<file path="src/rtl/chg_pkg.sv">
package chg_pkg;
  typedef enum logic [1:0] {
    ST_PEND = 2'd0,
    ST_FAST = 2'd1,
    ST_DONE = 2'd2,
    ST_PDN  = 2'd3
  } chg_state_e;

  localparam logic [1:0] MODE_LOW  = 2'b00;
  localparam logic [1:0] MODE_MID  = 2'b01;
  localparam logic [1:0] MODE_HIGH = 2'b10;

  // limit multiplier as a shift: high x1, low x2, mid (and 11) x4
  function automatic logic [1:0] mode_shift(input logic [1:0] m);
    case (m)
      MODE_HIGH: return 2'd0;
      MODE_LOW:  return 2'd1;
      default:   return 2'd2;
    endcase
  endfunction
endpackage

</file>
<file path="src/rtl/chg_tick_timer.sv">
module chg_tick_timer #(
  parameter int W = 8
) (
  input  logic         clk_i,
  input  logic         rst_ni,
  input  logic         clear_i,
  input  logic         run_i,
  input  logic [W-1:0] limit_i,
  output logic [W-1:0] cnt_o,
  output logic         done_o
);
  logic [W-1:0] cnt_q;

  assign done_o = (cnt_q >= limit_i);
  assign cnt_o  = cnt_q;

  always_ff @(posedge clk_i or negedge rst_ni) begin
    if (!rst_ni)               cnt_q <= '0;
    else if (clear_i)          cnt_q <= '0;
    else if (run_i && !done_o) cnt_q <= cnt_q + 1'b1;
  end
endmodule

</file>
<file path="src/rtl/chg_trickle_gen.sv">
module chg_trickle_gen #(
  parameter int PERIOD = 1000,
  parameter int W_LOW  = 37,
  parameter int W_MID  = 73,
  parameter int W_HIGH = 18
) (
  input  logic       clk_i,
  input  logic       rst_ni,
  input  logic       tick_i,
  input  logic [1:0] mode_i,
  output logic       pulse_o
);
  import chg_pkg::*;
  localparam int TW = $clog2(PERIOD);

  logic [TW-1:0] cnt_q;
  logic [TW-1:0] wid;

  always_comb begin
    case (mode_i)
      MODE_LOW:  wid = TW'(W_LOW);
      MODE_HIGH: wid = TW'(W_HIGH);
      default:   wid = TW'(W_MID);
    endcase
  end

  assign pulse_o = (cnt_q < wid);

  always_ff @(posedge clk_i or negedge rst_ni) begin
    if (!rst_ni) cnt_q <= '0;
    else if (tick_i) begin
      if (cnt_q == TW'(PERIOD - 1)) cnt_q <= '0;
      else                          cnt_q <= cnt_q + 1'b1;
    end
  end
endmodule

</file>
<file path="src/rtl/chg_flasher.sv">
module chg_flasher #(
  parameter int HALF = 500
) (
  input  logic clk_i,
  input  logic rst_ni,
  input  logic clear_i,
  input  logic run_i,
  output logic lit_o
);
  localparam int CW = $clog2(2 * HALF);

  logic [CW-1:0] cnt_q;

  assign lit_o = (cnt_q < CW'(HALF));

  always_ff @(posedge clk_i or negedge rst_ni) begin
    if (!rst_ni)      cnt_q <= '0;
    else if (clear_i) cnt_q <= '0;
    else if (run_i) begin
      if (cnt_q == CW'(2 * HALF - 1)) cnt_q <= '0;
      else                            cnt_q <= cnt_q + 1'b1;
    end
  end
endmodule

</file>
<file path="src/rtl/chg_ctrl_fsm.sv">
module chg_ctrl_fsm #(
  parameter int SAFE_BASE_TICKS = 2400000,
  parameter int HOLD_BASE_TICKS = 75000,
  parameter int TRICKLE_PERIOD  = 1000,
  parameter int TRICKLE_W_LOW   = 37,
  parameter int TRICKLE_W_MID   = 73,
  parameter int TRICKLE_W_HIGH  = 18,
  parameter int FLASH_HALF      = 500
) (
  input  logic       clk_i,
  input  logic       rst_ni,
  input  logic       tick_i,
  input  logic [1:0] mode_i,
  input  logic       cell_low_i,
  input  logic       cell_max_i,
  input  logic       temp_hot_i,
  input  logic       temp_cut_i,
  input  logic       pwr_dn_i,
  input  logic       inhibit_i,
  input  logic       slope_term_i,
  output logic       chg_en_o,
  output logic       ind_on_o
);
  import chg_pkg::*;

  localparam int SAFE_W = $clog2(SAFE_BASE_TICKS * 4 + 1);

  chg_state_e  state_q, state_d;
  logic        max_q;
  logic        max_fall;
  logic        qualified;
  logic [1:0]  shamt;
  logic [SAFE_W-1:0] safe_lim, hold_lim, elapsed;
  logic        safe_done, hold_done;
  logic        trickle;
  logic        flash_lit;
  logic        in_fast, in_pend;

  assign in_fast   = (state_q == ST_FAST);
  assign in_pend   = (state_q == ST_PEND);
  assign shamt     = mode_shift(mode_i);
  assign safe_lim  = SAFE_W'(SAFE_BASE_TICKS) << shamt;
  assign hold_lim  = SAFE_W'(HOLD_BASE_TICKS) << shamt;
  assign qualified = !cell_low_i && !cell_max_i && !temp_hot_i;
  assign max_fall  = max_q && !cell_max_i;

  // one elapsed-time counter serves both the safety limit and the hold-off window
  chg_tick_timer #(.W(SAFE_W)) u_elapsed (
    .clk_i   (clk_i),
    .rst_ni  (rst_ni),
    .clear_i (!in_fast),
    .run_i   (tick_i && in_fast && !inhibit_i),
    .limit_i (safe_lim),
    .cnt_o   (elapsed),
    .done_o  (safe_done)
  );

  assign hold_done = (elapsed >= hold_lim);

  chg_trickle_gen #(
    .PERIOD (TRICKLE_PERIOD),
    .W_LOW  (TRICKLE_W_LOW),
    .W_MID  (TRICKLE_W_MID),
    .W_HIGH (TRICKLE_W_HIGH)
  ) u_trickle (
    .clk_i   (clk_i),
    .rst_ni  (rst_ni),
    .tick_i  (tick_i),
    .mode_i  (mode_i),
    .pulse_o (trickle)
  );

  chg_flasher #(.HALF(FLASH_HALF)) u_flash (
    .clk_i   (clk_i),
    .rst_ni  (rst_ni),
    .clear_i (!in_pend),
    .run_i   (tick_i && !inhibit_i),
    .lit_o   (flash_lit)
  );

  always_comb begin
    state_d = state_q;
    if (pwr_dn_i) begin
      state_d = ST_PDN;
    end else if (state_q == ST_PDN) begin
      state_d = ST_DONE;
    end else if (cell_max_i) begin
      state_d = ST_DONE;
    end else begin
      case (state_q)
        ST_PEND: if (!inhibit_i && qualified) state_d = ST_FAST;
        ST_FAST: begin
          if (temp_cut_i)
            state_d = ST_DONE;
          else if (!inhibit_i && (safe_done || (hold_done && slope_term_i)))
            state_d = ST_DONE;
        end
        ST_DONE: if (max_fall) state_d = ST_PEND;
        default: state_d = ST_DONE;
      endcase
    end
  end

  always_ff @(posedge clk_i or negedge rst_ni) begin
    if (!rst_ni) begin
      state_q <= ST_PEND;
      max_q   <= 1'b0;
    end else begin
      state_q <= state_d;
      max_q   <= cell_max_i;
    end
  end

  always_comb begin
    case (state_q)
      ST_FAST: begin
        chg_en_o = inhibit_i ? trickle : 1'b1;
        ind_on_o = 1'b1;
      end
      ST_PEND: begin
        chg_en_o = trickle;
        ind_on_o = flash_lit;
      end
      ST_DONE: begin
        chg_en_o = trickle;
        ind_on_o = 1'b0;
      end
      default: begin
        chg_en_o = 1'b0;
        ind_on_o = 1'b0;
      end
    endcase
  end
endmodule

</file>
<file path="config.mk">
export PLATFORM = sky130hd
export DESIGN_NAME = chg_ctrl_fsm
export DESIGN_NICKNAME = d
export VERILOG_FILES = /design/src/rtl/chg_pkg.sv /design/src/rtl/chg_tick_timer.sv /design/src/rtl/chg_trickle_gen.sv /design/src/rtl/chg_flasher.sv /design/src/rtl/chg_ctrl_fsm.sv
export SDC_FILE = /design/constraint.sdc
export NUM_CORES = 1
export LEC_CHECK = 0
export BUFFER_PORTS_ARGS = -buffer_cell sky130_fd_sc_hd__buf_2
export CORE_MARGIN = 2
export CORE_UTILIZATION = 36
export CTS_BUF_LIST = sky130_fd_sc_hd__clkbuf_4 sky130_fd_sc_hd__clkbuf_8 sky130_fd_sc_hd__clkbuf_16
export DETAILED_ROUTE_END_ITERATION = 8
export PLACE_DENSITY_LB_ADDON = 0.25
export SLEW_MARGIN = 20
export SYNTH_ARGS = -nofsm -noshare
export SYNTH_HDL_FRONTEND = slang
export SYNTH_SLANG_ARGS = --single-unit
</file>
<file path="constraint.sdc">
create_clock -name clk_i -period 3.3 [get_ports clk_i]
set_input_delay 0.165 -clock clk_i [delete_from_list [all_inputs] [get_ports clk_i]]
set_output_delay 0.165 -clock clk_i [all_outputs]
set_load 0.01 [all_outputs]
</file>
* Yosys cells after proc, flatten, opt, wreduce, memory -nomap -nowiden *
Cells that the tools add are included.
W data, S select, Z words.

storage, ports and cells
  output and inout bits = 2
  register bits = 47
  bits of input ports = 12

operators by class
  mux-type cells = 19
  shift-type cells = 2
  equal/unequal tests = 11
  add/sub/neg operators = 3
  reductions and logical operators = 20
  magnitude comparators = 4

operators by type and width
  cell                     number
  $ge A24 B24 Y1           2
  $mux W24                 2
  $mux W10                 4
  $add A24 B1 Y24 const B  1
  $shl A17 B2 Y24 const A  1
  $shl A22 B2 Y24 const A  1
  $add A10 B1 Y10 const B  2
  $eq A10 B10 Y1 const B   2
  $mux W2                  7
  $pmux W7 S2              1
  $logic_and A1 B1 Y1      10
  $lt A10 B7 Y1            1
  $lt A10 B9 Y1 const B    1
  $eq A2 B2 Y1 const B     3
  $ne A6 B4 Y1 const B     1
  $pmux W2 S3              1
  $logic_not A1 Y1         5
  $ne A5 B3 Y1 const B     1
  $ne A5 B5 Y1 const B     1
  $logic_not A2 Y1         2
  $ne A2 B1 Y1 const B     2
  $pmux W1 S2              2
  $pmux W2 S2              1
  $reduce_and A3 Y1        1
  4 further kinds          4

* Depth between registers and ports, before layout *
  depth after elaboration = 13
  mapped depth = 12
  mapped depth without buffers = 9

* Hierarchy *
A second synthesis with hierarchy kept.

unflattened totals
  cells, all modules = 453
  area total of the unflattened synthesis = 3923.8 um^2

by module, submodules not included
  module           instances  area an instance (um^2)  cells an instance
  chg_tick_timer   1          2112.0                   249
  chg_trickle_gen  1          668.1                    70
  chg_ctrl_fsm     1          589.3                    75
  chg_flasher      1          554.3                    59

* Worst setup path before layout *
No wires, ideal clock.

  path type = register to register
  start point = reg u_elapsed.cnt_q[17], in the netlist u_elapsed.cnt_o[17]
  end point = reg u_elapsed.cnt_q[19], in the netlist u_elapsed.cnt_o[19]
  buffers on the path = 1
  clock period less this slack = 2.412 ns
  arrival = 2.334 ns
  setup time = 0.078 ns
  cell stages (with the launch flop) = 9
  slack = 0.888 ns
  cell sequence = dfrtp_1 ha_1 a21o_1 maj3_2 a41oi_2 o2111ai_1 buf_6 or4_1 a21oi_1

on the way
  longest elaborated chain between the ends = 4
  elaborated cells on any way between the ends = 7

RTL lines
  item                           line                  text
  from (decl)                    chg_tick_timer.sv:12  logic [W-1:0] cnt_q;
  from (signal assigned)         chg_tick_timer.sv:20  else if (run_i && !done_o) cnt_q <= cnt_q + 1'b1;
  $ge A24 B24 Y1                 chg_tick_timer.sv:14  assign done_o = (cnt_q >= limit_i);
  $logic_not A1 Y1               chg_tick_timer.sv:20
  $logic_and A1 B1 Y1            chg_tick_timer.sv:20
  $ne A2 B1 Y1 (no source line)  n/a

Parallel ways exist; a longest one is shown, timed or not. The select of a mux whose other input is x is not followed.
A chain may end at the register's enable or synchronous reset.

* Worst setup path after layout *
  start point = reg u_elapsed.cnt_q[17], in the netlist u_elapsed.cnt_o[17]
  end point = reg u_elapsed.cnt_q[20], in the netlist u_elapsed.cnt_o[20]

The elaborated chain is that of the path after synthesis.

==> summary.md <==
| Metric | Value |
|---|---|
| Clk buf depth | `2` |
| Antenna-violating nets left | `0` |
| Layout area overhead | `7.47%` |
| Clock transition at path regs | `approximately 0.09 ns` |
| Fmax | `about 380 MHz` |
| Hpwl dp | `5.54 mm` |
| First-pass GRT wire length | `approximately 13 mm` |
| Diode count | `0` |
| Share of the synthesized area in the top cell type | `between 30 and 40%` |
| Wire length per cell | `roughly 15 um` |
| I/O Buffers | `13` |
| Clock Latency Late Sink | `roughly 0.31 ns` |
| Area post-placement | `around 0.0035 sq mm` |
| Vias in the first global route | `between 2000 and 3000` |
| Sw Ratio | `28.1%` |
| Max VDD drop | `between 0.0001 and 0.00015 V` |
| Num ports | `14` |
| Routed wire length | `about 7.6 mm` |
| # Max-Cap Violations | `0` |
| GP Congestion | `roughly 0.76` |
| Crit-path cells | `ha_1 -> a21o_1 -> maj3_2 -> a41oi_2 -> o211ai_2 -> buf_4 -> or4_1 -> a21oi_1` |
| RSZ-0062 raised after global routing | `false` |
| Core box area | `~0.0091 sq mm` |
| Grt ovf | `0` |
| Final #Nets | `427` |
| Internal power | `0.000852 W` |
| Starting Density | `between 30 and 40%` |
| Tot GR Track Use | `between 10% and 20%` |
| Cell Count Post-Placement | `~500` |
| Width of the die | `about 100 um` |
| Fin crit period | `approximately 2.6 ns` |
| CP endpoint kind | `flip-flop` |
| Distinct cells, synth | `56` |
| NetSw | `about 0.00033 W` |
| Post-Syn Area | `0.00332 sq mm` |
| Antenna violations before repair | `0` |
| Number of synthesized flops with an enable pin | `0` |
| Sequential area share after synthesis | `between 30 and 40%` |
| WP data required | `around 3.5 ns` |
| Area leader, netlist | `dfrtp_1` |
| Crit Path Category | `reg -> reg` |
| Site Rows | `35` |
| Tcrit/Tclk final | `between 70% and 80%` |
| CP Launch Type | `flip-flop` |
| DRC errors left | `0` |
| WP data arrival | `around 2.9 ns` |
| Asr flop ratio synth | `100%` |
| Largest net degree at the start of global routing | `46` |
| Gate count after technology mapping | `~370` |
| Clock group share of total power | `a little under a third` |
| Die Y | `roughly 100 um` |
| Synth Warn # | `0` |
| Hold_ws | `0.0113 ns` |
| Count of final setup violators | `0` |
| Design area | `between 0.003 and 0.004 sq mm` |
| Fin. Hold Viols | `0` |
| Vias per Instance | `a little under 6` |
| Vias | `approximately 2900` |
| Root buffer cell | `clkbuf_8` |
| PwrDens | `333 mW/mm^2` |
| Least-Margin Pin Slew | `0.873 ns` |
| Leakage | `about 1.5 nW` |
| Max_slew headroom | `41.4%` |
| Num CTS Buffers | `5` |
| Final Slew Violations | `0` |
| 1st-iter DRT viols | `100` |
| Yosys reg bits | `47` |
| Post-Layout Cell Count | `roughly 500` |
| Hold Path Class | `in -> reg` |
| CTS H-Tree Depth | `2` |
| Reg power frac | `approximately 55%` |
| Status | `finished clean` |
| Top_reg_cell synth | `dfrtp_1` |
| Worst-path maximum fanout | `36` |
| Clk_skew | `around 0.012 ns` |
| DIE AREA | `roughly 0.010 sq mm` |
| Syn nets | `417` |
| CTS tree | `yes` |
| Syn avg cell area | `a little under 9 sq um` |
| Setup TNS | `0 ns` |
| CTS sink count | `47` |
| Critical-path top delay cell | `or4_1` |
| Crit-path max cell delay | `around 0.53 ns` |
| Share of layout cells above drive strength 1 | `under 10%` |
| Logic pwr share | `roughly 15%` |
| Synth top area cells | `dfrtp_1 (35%), ha_1 (12%), a21oi_1 (4.2%)` |
| First-pass detailed-route iteration total | `4` |
[sequential cells by signal (all words and copies together) (netlist names)]
name and cells:
u_flash.cnt_q 10, state_q 2, max_q 1, u_elapsed.cnt_o 24, u_trickle.cnt_q 10
[cell usage after synthesis, types with 2 or more instances]
cell and number:
o31ai_1 18, a31oi_1 2, dfrtp_1 47, buf_6 3, nand4_1 11, nand3_1 19, dlygate4sd1_1 2, or4_1 18
nand2_1 32, and3_1 5, mux2i_1 2, a211oi_1 3, xor2_1 4, nor2_1 22, nor4_1 5, o21ai_0 25
ha_1 32, a21oi_1 28, and2_1 2, o2111ai_1 2, conb_1 2, buf_2 2, or3_1 8, nor3_1 7
a21o_1 4, o211ai_1 5, xnor2_1 7, o41ai_1 2, inv_1 16, nand4b_1 2, a41oi_1 2, clkbuf_1 9
or2_2 2
[final cells by class]
| class | count | area [sq um] |
|---|---|---|
| sequential | 47 | 1180 |
| timing repair buffer | 19 | 115 |
| fill | 918 | 5500 |
| multi-input combinational | 293 | 1980 |
| inverter | 17 | 68.8 |
| tap | 111 | 139 |
| clock buffer | 7 | 83.8 |
| clock inverter | 1 | 5.00 |
[timing repair]
action / 4_1_cts / 5_1_grt
buffers inserted: 0 / 0
setup endpoints to repair: 0 / 0
gates resized for setup: 0 / 0
hold endpoints to repair: 0 / 44
hold buffers: 0 / 1
[final timing paths]
kind	start	endpoint	slack, ns	cells after the start
worst max-delay path	u_elapsed.cnt_o[17]	u_elapsed.cnt_o[20]	0.67	8
worst min-delay path	cell_max_i	max_q	0.01	1
worst max register to register	u_elapsed.cnt_o[17]	u_elapsed.cnt_o[20]	0.67	8
worst min register to register	u_flash.cnt_q[7]	u_flash.cnt_q[7]	0.53	1
max in group asynchronous	rst_ni	u_flash.cnt_q[7]	2.41	3
min in group asynchronous	rst_ni	u_trickle.cnt_q[3]	0.41	2
[metal layers]
| metal | part of all wire (%) | vias up | global-route usage (%) |
|---|---|---|---|
| met5 | 0 | - | 0 |
| met4 | 1.4 | 0 | 4.43 |
| met3 | 4.2 | 12 | 2.79 |
| met2 | 47 | 58 | 26.5 |
| met1 | 48 | 1351 | 21.9 |
| li1 | - | 1438 | - |
[worst max-delay path, delay by kind of cell (launching register included)]
kind	cells	cell delay, ns
and+or+nand+nor	1	0.53
adders and majority gates	2	0.66
buffers and inverters	1	0.25
DFF	1	0.49
AOI/OAI and AO/OA	4	0.62
[layout by cell type (no fill, tap or decap), types with 3 or more instances in the layout]
| master | instances |
|---|---|
| a211oi_1 | 3 |
| a21o_1 | 4 |
| a21oi_1 | 28 |
| and3_1 | 5 |
| buf_2 | 12 |
| buf_4 | 6 |
| clkbuf_8 | 5 |
| dfrtp_1 | 47 |
| ha_1 | 32 |
| inv_1 | 16 |
| nand2_1 | 32 |
| nand3_1 | 19 |
| nand4_1 | 11 |
| nor2_1 | 22 |
| nor3_1 | 7 |
| nor4_1 | 5 |
| o211ai_1 | 5 |
| o21ai_0 | 25 |
| o31ai_1 | 18 |
| or3_1 | 8 |
| or4_1 | 18 |
| xnor2_1 | 7 |
| xor2_1 | 4 |
[kinds of logic after synthesis]
logic type               count (synthesis)  share of synthesized area (%)
buffers and inverters                   33                           4.94
other                                    2                          0.226
AO/OA/AOI/OAI                          103                           20.3
flip-flops                              47                           35.5
adder cells (fa/ha/maj)                 33                           12.4
AND/OR/NAND/NOR                        142                           23.2
multiplexers                             2                          0.604
XOR/XNOR                                11                           2.91
[power groups by stage]
stage	Combinational (W)	Sequential, W	Clock [W]
after CTS	0.000176	0.000653	0.000373
final	0.000173	0.000652	0.000361
after global placement	0.000169	0.000663	0
after global routing	0.000207	0.000659	0.000393
after detailed placement	0.000176	0.000663	0
after floorplan	0.000127	0.000649	0
[through the flow]
step | worst slack (ns) | total power [W] | utilization (%)
after floorplan | 0.888 | 0.000776 | -
after global routing | 0.505 | 0.00126 | 39.3
after global placement | 0.633 | 0.000832 | 38.2
after detailed placement | 0.552 | 0.000839 | 38.2
after CTS | 0.673 | 0.00120 | 39.2
final | 0.671 | 0.00119 | 39.3
Note: power is estimated with default switching activity, not from simulation.
